[src/rtl/ptw_pkg.sv]
package ptw_pkg;
  localparam int PA_W    = 36;
  localparam int FC_W    = 10;
  localparam int ACC_BIT = 5;
  localparam int MOD_BIT = 6;

  typedef enum logic [1:0] {
    DT_INVALID = 2'd0,
    DT_TABLE   = 2'd1,
    DT_PAGE    = 2'd2,
    DT_RSVD    = 2'd3
  } dtype_e;

  localparam logic [1:0] SZ_4K   = 2'd0;
  localparam logic [1:0] SZ_256K = 2'd1;
  localparam logic [1:0] SZ_16M  = 2'd2;

  // address of the context descriptor
  function automatic logic [PA_W-1:0] root_addr(input logic [31:0] ptr, input logic [31:0] ctx);
    return {ptr, 4'b0000} + {2'b00, ctx, 2'b00};
  endfunction

  // address of the next descriptor, lvl = depth of the current table pointer
  function automatic logic [PA_W-1:0] table_addr(input logic [31:0] desc, input logic [31:0] va,
                                                 input logic [1:0] lvl);
    logic [7:0] idx;
    case (lvl)
      2'd0:    idx = va[31:24];
      2'd1:    idx = {2'b00, va[23:18]};
      default: idx = {2'b00, va[17:12]};
    endcase
    return {desc[31:2], 2'b00, 4'b0000} + {26'd0, idx, 2'b00};
  endfunction

  // physical address from a page entry found at depth lvl
  function automatic logic [PA_W-1:0] page_addr(input logic [31:0] desc, input logic [31:0] va,
                                                input logic [1:0] lvl);
    logic [23:0] off;
    case (lvl)
      2'd1:    off = va[23:0];
      2'd2:    off = {6'd0, va[17:0]};
      default: off = {12'd0, va[11:0]};
    endcase
    return {desc[31:8], 12'd0} + {12'd0, off};
  endfunction

  function automatic logic [1:0] size_of(input logic [1:0] lvl);
    case (lvl)
      2'd1:    return SZ_16M;
      2'd2:    return SZ_256K;
      default: return SZ_4K;
    endcase
  endfunction

  function automatic logic [FC_W-1:0] fault_code(input logic [1:0] lvl, input dtype_e t);
    logic [2:0] kind;
    kind = (t == DT_INVALID) ? 3'd1 : 3'd4;
    return {lvl, 3'b000, kind, 2'b00};
  endfunction
endpackage

[src/rtl/ptw_desc_decode.sv]
module ptw_desc_decode
  import ptw_pkg::*;
(
  input  logic [31:0]      desc,
  input  logic [31:0]      va,
  input  logic [1:0]       lvl,
  input  logic             is_write,
  output logic             is_table,
  output logic             is_page,
  output logic             is_fault,
  output logic [PA_W-1:0]  next_addr,
  output logic [PA_W-1:0]  phys,
  output logic [1:0]       size,
  output logic [2:0]       perm,
  output logic [FC_W-1:0]  code,
  output logic             need_wb,
  output logic [31:0]      wb_word
);
  dtype_e t;
  logic [31:0] set_bits;

  always_comb begin
    t         = dtype_e'(desc[1:0]);
    is_table  = (t == DT_TABLE) && (lvl != 2'd3);
    is_page   = (t == DT_PAGE) && (lvl != 2'd0);
    is_fault  = !is_table && !is_page;
    next_addr = table_addr(desc, va, lvl);
    phys      = page_addr(desc, va, lvl);
    size      = size_of(lvl);
    perm      = desc[4:2];
    code      = fault_code(lvl, t);
    need_wb   = is_page && (!desc[ACC_BIT] || (is_write && !desc[MOD_BIT]));
    set_bits  = 32'd1 << ACC_BIT;
    if (is_write) set_bits = set_bits | (32'd1 << MOD_BIT);
    wb_word   = desc | set_bits;
  end
endmodule

[src/rtl/ptw_result_reg.sv]
module ptw_result_reg
  import ptw_pkg::*;
(
  input  logic             clk,
  input  logic             rst_n,
  input  logic             ld_done,
  input  logic             ld_fault,
  input  logic             ld_bypass,
  input  logic [PA_W-1:0]  paddr_in,
  input  logic [1:0]       size_in,
  input  logic [2:0]       perm_in,
  input  logic [FC_W-1:0]  code_in,
  input  logic [2:0]       acc_in,
  output logic             done,
  output logic             fault,
  output logic             bypass,
  output logic [PA_W-1:0]  paddr,
  output logic [1:0]       page_size,
  output logic [2:0]       perm,
  output logic [FC_W-1:0]  fault_code,
  output logic [2:0]       acc_class
);
  always_ff @(posedge clk) begin
    if (!rst_n) begin
      done       <= 1'b0;
      fault      <= 1'b0;
      bypass     <= 1'b0;
      paddr      <= '0;
      page_size  <= '0;
      perm       <= '0;
      fault_code <= '0;
      acc_class  <= '0;
    end else begin
      done  <= ld_done;
      fault <= ld_fault;
      if (ld_done) begin
        bypass    <= ld_bypass;
        paddr     <= paddr_in;
        page_size <= size_in;
        perm      <= perm_in;
        acc_class <= acc_in;
      end
      if (ld_fault) begin
        bypass     <= 1'b0;
        fault_code <= code_in;
        acc_class  <= acc_in;
      end
    end
  end
endmodule

[src/rtl/pt_walker.sv]
module pt_walker
  import ptw_pkg::*;
#(
  parameter int CTX_W = 8
) (
  input  logic             clk,
  input  logic             rst_n,
  input  logic             cfg_enable,
  input  logic [31:0]      cfg_root_ptr,
  input  logic [CTX_W-1:0] cfg_ctx,
  input  logic             req_valid,
  input  logic [31:0]      req_vaddr,
  input  logic             req_write,
  input  logic             req_ifetch,
  input  logic             req_user,
  output logic             busy,
  output logic             mem_req_valid,
  output logic             mem_req_write,
  output logic [35:0]      mem_req_addr,
  output logic [31:0]      mem_req_wdata,
  input  logic             mem_rsp_valid,
  input  logic [31:0]      mem_rsp_rdata,
  output logic             done,
  output logic             fault,
  output logic [9:0]       fault_code,
  output logic [35:0]      paddr,
  output logic [1:0]       page_size,
  output logic [2:0]       perm,
  output logic             bypass,
  output logic [2:0]       acc_class
);
  typedef enum logic [2:0] {S_IDLE, S_RD, S_RDW, S_WR, S_WRW} st_e;

  st_e              st;
  logic [1:0]       lvl_q;
  logic [31:0]      va_q;
  logic [2:0]       acc_q;
  logic [PA_W-1:0]  maddr_q;
  logic [31:0]      wdata_q;
  logic [PA_W-1:0]  pa_q;
  logic [1:0]       sz_q;
  logic [2:0]       perm_q;

  // named internal events
  logic accept, start_walk, start_bypass, rsp_here;
  logic walk_step, walk_fault, walk_hit, walk_wb, wb_ack;

  logic             d_table, d_page, d_fault, d_wb;
  logic [PA_W-1:0]  d_next, d_phys;
  logic [1:0]       d_size;
  logic [2:0]       d_perm;
  logic [FC_W-1:0]  d_code;
  logic [31:0]      d_wbw;

  ptw_desc_decode u_dec (
    .desc(mem_rsp_rdata), .va(va_q), .lvl(lvl_q), .is_write(acc_q[0]),
    .is_table(d_table), .is_page(d_page), .is_fault(d_fault),
    .next_addr(d_next), .phys(d_phys), .size(d_size), .perm(d_perm),
    .code(d_code), .need_wb(d_wb), .wb_word(d_wbw)
  );

  assign accept       = req_valid && (st == S_IDLE);
  assign start_walk   = accept && cfg_enable;
  assign start_bypass = accept && !cfg_enable;
  assign rsp_here     = (st == S_RDW) && mem_rsp_valid;
  assign walk_step    = rsp_here && d_table;
  assign walk_fault   = rsp_here && d_fault;
  assign walk_hit     = rsp_here && d_page && !d_wb;
  assign walk_wb      = rsp_here && d_page && d_wb;
  assign wb_ack       = (st == S_WRW) && mem_rsp_valid;

  always_ff @(posedge clk) begin
    if (!rst_n) begin
      st      <= S_IDLE;
      lvl_q   <= '0;
      va_q    <= '0;
      acc_q   <= '0;
      maddr_q <= '0;
      wdata_q <= '0;
      pa_q    <= '0;
      sz_q    <= '0;
      perm_q  <= '0;
    end else begin
      case (st)
        S_IDLE: if (start_walk) begin
          st      <= S_RD;
          lvl_q   <= 2'd0;
          va_q    <= req_vaddr;
          acc_q   <= {req_ifetch, req_user, req_write};
          maddr_q <= root_addr(cfg_root_ptr, 32'(cfg_ctx));
        end
        S_RD:   st <= S_RDW;
        S_RDW: begin
          if (walk_step) begin
            st      <= S_RD;
            lvl_q   <= lvl_q + 2'd1;
            maddr_q <= d_next;
          end else if (walk_wb) begin
            st      <= S_WR;
            wdata_q <= d_wbw;
            pa_q    <= d_phys;
            sz_q    <= d_size;
            perm_q  <= d_perm;
          end else if (rsp_here) begin
            st <= S_IDLE;
          end
        end
        S_WR:   st <= S_WRW;
        S_WRW:  if (wb_ack) st <= S_IDLE;
        default: st <= S_IDLE;
      endcase
    end
  end

  assign busy          = (st != S_IDLE);
  assign mem_req_valid = (st == S_RD) || (st == S_WR);
  assign mem_req_write = (st == S_WR);
  assign mem_req_addr  = maddr_q;
  assign mem_req_wdata = wdata_q;

  logic [PA_W-1:0] res_pa;
  logic [1:0]      res_sz;
  logic [2:0]      res_perm;
  logic [2:0]      res_acc;

  always_comb begin
    res_pa   = pa_q;
    res_sz   = sz_q;
    res_perm = perm_q;
    res_acc  = acc_q;
    if (start_bypass) begin
      res_pa   = {4'd0, req_vaddr};
      res_sz   = SZ_4K;
      res_perm = 3'd0;
      res_acc  = {req_ifetch, req_user, req_write};
    end else if (walk_hit) begin
      res_pa   = d_phys;
      res_sz   = d_size;
      res_perm = d_perm;
    end
  end

  ptw_result_reg u_res (
    .clk(clk), .rst_n(rst_n),
    .ld_done(walk_hit || wb_ack || start_bypass), .ld_fault(walk_fault),
    .ld_bypass(start_bypass), .paddr_in(res_pa), .size_in(res_sz),
    .perm_in(res_perm), .code_in(d_code), .acc_in(res_acc),
    .done(done), .fault(fault), .bypass(bypass), .paddr(paddr),
    .page_size(page_size), .perm(perm), .fault_code(fault_code), .acc_class(acc_class)
  );

  // assertions
  p_single_pulse_r8: assert property (@(posedge clk) disable iff (!rst_n)
    mem_req_valid |=> !mem_req_valid);

  p_busy_ends_with_result_r9: assert property (@(posedge clk) disable iff (!rst_n)
    $fell(busy) |-> (done || fault));

  p_done_fault_excl_r5: assert property (@(posedge clk) disable iff (!rst_n)
    !(done && fault));

  p_code_shape_r5: assert property (@(posedge clk) disable iff (!rst_n)
    fault |-> (fault_code[1:0] == 2'b00) && (fault_code[7:5] == 3'b000) &&
              ((fault_code[4:2] == 3'd1) || (fault_code[4:2] == 3'd4)));

  p_bypass_quiet_r1: assert property (@(posedge clk) disable iff (!rst_n)
    (done && bypass) |-> (!$past(mem_req_valid) && !$past(busy)));

  p_wb_accessed_r7: assert property (@(posedge clk) disable iff (!rst_n)
    (mem_req_valid && mem_req_write) |-> mem_req_wdata[ACC_BIT]);

  p_wb_modified_r7: assert property (@(posedge clk) disable iff (!rst_n)
    (mem_req_valid && mem_req_write && acc_q[0]) |-> mem_req_wdata[MOD_BIT]);
endmodule

[config.mk]
export PLATFORM = sky130hd
export DESIGN_NAME = pt_walker
export DESIGN_NICKNAME = d
export VERILOG_FILES = /design/src/rtl/ptw_pkg.sv /design/src/rtl/ptw_desc_decode.sv /design/src/rtl/ptw_result_reg.sv /design/src/rtl/pt_walker.sv
export SDC_FILE = /design/constraint.sdc
export NUM_CORES = 1
export LEC_CHECK = 0
export CAP_MARGIN = 10
export CORE_ASPECT_RATIO = 0.5
export CORE_UTILIZATION = 56
export DETAILED_ROUTE_END_ITERATION = 8
export GPL_ROUTABILITY_DRIVEN = 0
export PLACE_DENSITY = 0.95
export SLEW_MARGIN = 0
export SYNTH_ARGS = -nofsm -noshare
export SYNTH_HDL_FRONTEND = slang
export SYNTH_HIERARCHICAL = 1
export SYNTH_SLANG_ARGS = --single-unit
export TNS_END_PERCENT = 30
[constraint.sdc]
create_clock -name clk -period 7.3 [get_ports clk]
set_input_delay 0.73 -clock clk [delete_from_list [all_inputs] [get_ports clk]]
set_output_delay 0.73 -clock clk [all_outputs]
set_load 0.005 [all_outputs]
==> qor.yml <==
ff2ff_path_depth: 16
die_y_um: 103
cts-root-buf: "clkbuf_16"
fp.dieW_um: 205
rr_endpoint: "u_res/paddr[28]"
drv_slew: 0
peakVddDrop_uv: 171
grt.total_usage_pct: 35.3
antenna_found_initial: 0
hold_path.class: "flip-flop to flip-flop"
h-tree-depth: 1
path_max_fanout: 9
hold_buffers: 0
synthMuxAreaShare_pct: 7.95
critPathArrivalTime_ps: 4690
power.density_nw_per_um2: 187
final_nets: 1713
cts-buffers-inserted: 20
max_freq_mhz: 233
post_cts_buffers: 0
vias: 11500
finalNonFillerCells: 1851
swShare_pct: 27.8
die-area_um2: 21200
synth-seq-area-share_pct: 35.8
synth_top_cell_area_share_pct: 35.8
layout_min_cycle_time_ps: 4300
worst_pin_slew_ps: 1250
synth_xor_area_share_pct: 5.18
synth.distinct_cells: 71
port_buffers: 239
setup_ws_ps: 3000
grt_overflow: 0
wl_um: 38400
required_ps: 7700
top_usage_layer: "met2"
synth.area.top_cells: "dfxtp_1, nand2_1, mux2i_1"
p_clk_share_pct: 39.0
finalClockSkew_ps: 13.7
synth_area_um2: 11500
synth_top_family_by_area: "simple AND/OR/NAND/NOR gates"
dp_cells: 1815
avgSynthCellArea_um2: 7.99
initial_utilization_pct: 58.2
setup_viol: 0
rsz0062_at_grt: "no"
ios: 240
post_cts_resized: 0
clkSlewWorstSetupHoldPaths_ps: 70
wl_per_cell_um: 20.7
synth_most_common_cell: "nand2_1"
drive_gt1_share_pct: 4.61
gr-usage-met1_pct: 43.9
cts_tree: "done"
synth_flop_cell: "dfxtp_1"
synth-seq-cells: 206
hold_depth: 2
max_slew_margin_pct: 16.6
yosys.area_share.simple_pct: 23.8
hpwl_um: 25800
route.antenna.remaining_nets: 0
synthAdderAreaFrac_pct: 3.46
clock_path_buffers: 3
worstSetupPathType: "flip-flop to flip-flop"
dp_slack_ps: 3280
totalPowerFinal_uw: 2630
rows: 36
fin_util_pct: 71.2
synthCells: 1440
whs_endpoint: "pa_q[15]"
drt_pre_antenna_iters: 6
cts.sinks: 206
start_kind: "flip-flop"
power_frac_comb_pct: 16.0
hold_viol_final: 0
dr.first_iter.drc_count: 1489
synth_compound_area_share_pct: 15.1
grt_pass1_vias: 10900
rrSetupSlack_ps: 3000
switchingPower_uw: 734
drv_cap: 0
critPathCaptureType: "flip-flop"
r2r_start: "lvl_q[0]"
synth_warnings: 6
grt_max_degree: 105
grt_use_met3_pct: 9.40
outcome: "finished, final reports clean"
cellInternalPower_uw: 1900
core_um2: 19800
diodes: 0
power_leakage_uw: 0.00490
synth-edff-count: 0
clock_latency_ps: 510
grt_pass1_wl_um: 58300
drc_errors: 0
fin_tns_setup_ps: 0
area_delta_synth_final_pct: 22.3
yosysTopAreaCell: "dfxtp_1"
period_share_pct: 58.9
met2_usage_pct: 57.1
seqPwrFrac_pct: 45.0
hp-start: "pa_q[15]"
routed_via_density: 6.22
synthArstFlopShare_pct: 0
synth_common_cells: "nand2_1, dfxtp_1, a21oi_1"
==> how the worst max path moves through the flow <==
stage	startpoint	to	slack, ps	cells after the start
finish	lvl_q[0]	u_res/paddr[28]	3000	16
global route	lvl_q[0]	u_res/paddr[30]	2930	16
CTS	lvl_q[0]	u_res/paddr[24]	3210	15
detailed placement	mem_rsp_rdata[8]	u_res/paddr[28]	3280	13
global placement	mem_rsp_rdata[8]	u_res/paddr[30]	3410	13
floorplan	lvl_q[0]	u_res/paddr[30]	3940	16
==> layout by cell type, fill, tap and decap left out, types with 11 or more instances in the layout <==
| master | n |
|---|---|
| nor3_1 | 13 |
| buf_4 | 11 |
| and2_1 | 20 |
| clkbuf_16 | 20 |
| xor2_1 | 29 |
| ha_1 | 27 |
| nor2b_1 | 53 |
| and3_1 | 21 |
| nand4_1 | 25 |
| xnor2_1 | 39 |
| o21ai_0 | 47 |
| a21oi_1 | 159 |
| inv_1 | 16 |
| clkdlybuf4s50_1 | 238 |
| a31oi_1 | 11 |
| nor2_1 | 47 |
| mux2i_1 | 88 |
| nand2_1 | 319 |
| nand3_1 | 38 |
| o22ai_1 | 13 |
| dfxtp_1 | 206 |
==> kinds of logic (layout without fill, tap and decap cells) <==
group / after synthesis / in the layout
DFF: 206 / 206
adders and majority gates: 30 / 30
and+or+nand+nor: 578 / 578
muxes: 91 / 91
xor gates and xnor gates: 68 / 68
other: 2 / 9
AOI/OAI and AO/OA: 300 / 300
buffers and inverters: 165 / 303
==> final cells by class <==
| type | count | area, µm² |
|---|---|---|
| inverters | 17 | 66.3 |
| multi-input cells | 1076 | 6440 |
| well taps | 266 | 333 |
| clock buffers | 26 | 573 |
| flip-flops and latches | 206 | 4120 |
| clock inverters | 10 | 66.3 |
| fillers | 1378 | 5700 |
| repair buffers | 250 | 2470 |
==> registers in the layout, summed over array words and instances (netlist names), 2 cells and up <==
signal,flops
mem_req_wdata,32
mem_req_addr,36
u_res/paddr,36
u_res/acc_class,3
u_res/fault_code,10
perm_q,3
u_res/perm,3
lvl_q,2
u_res/page_size,2
pa_q,36
acc_q,3
sz_q,2
va_q,32
st,3
==> power by group through the flow <==
stage | registers [µW] | clock network, µW | logic, µW
after floorplan | 1200 | 0 | 242
after global placement | 1210 | 0 | 387
after detailed placement | 1210 | 0 | 402
after CTS | 1180 | 1030 | 407
after global routing | 1190 | 1070 | 447
final | 1190 | 1030 | 420
==> metrics by stage <==
stage | instance area (µm²) | hold WS [ps]
2_1_floorplan | 11500 | 432
3_3_place_gp | 13400 | 439
3_5_place_dp | 13400 | 446
4_1_cts | 14100 | 456
5_1_grt | 14100 | 473
6_report | 14100 | 457
==> layer usage <==
| metal | vias to the layer above | wire (µm) |
|---|---|---|
| met2 | 805 | 17100 |
| li1 | 5127 | - |
| met1 | 5391 | 14600 |
| met5 | - | 0 |
| met4 | 0 | 2070 |
| met3 | 192 | 4680 |
==> worst max-delay path: stages (launching register included) <==
cell and delay [ps]:
dfxtp_1 560, inv_1 120, ha_1 280, o21a_1 300, and2_1 200, ha_1 220
fa_1 430, a21o_1 200, a221oi_2 320, o21ai_1 190, a31oi_2 450, nor2_1 150
xor2_1 190, mux2i_1 210, o21ai_1 80, mux2i_1 210, nor2b_1 70
Note: power is estimated with default switching activity, not from simulation.
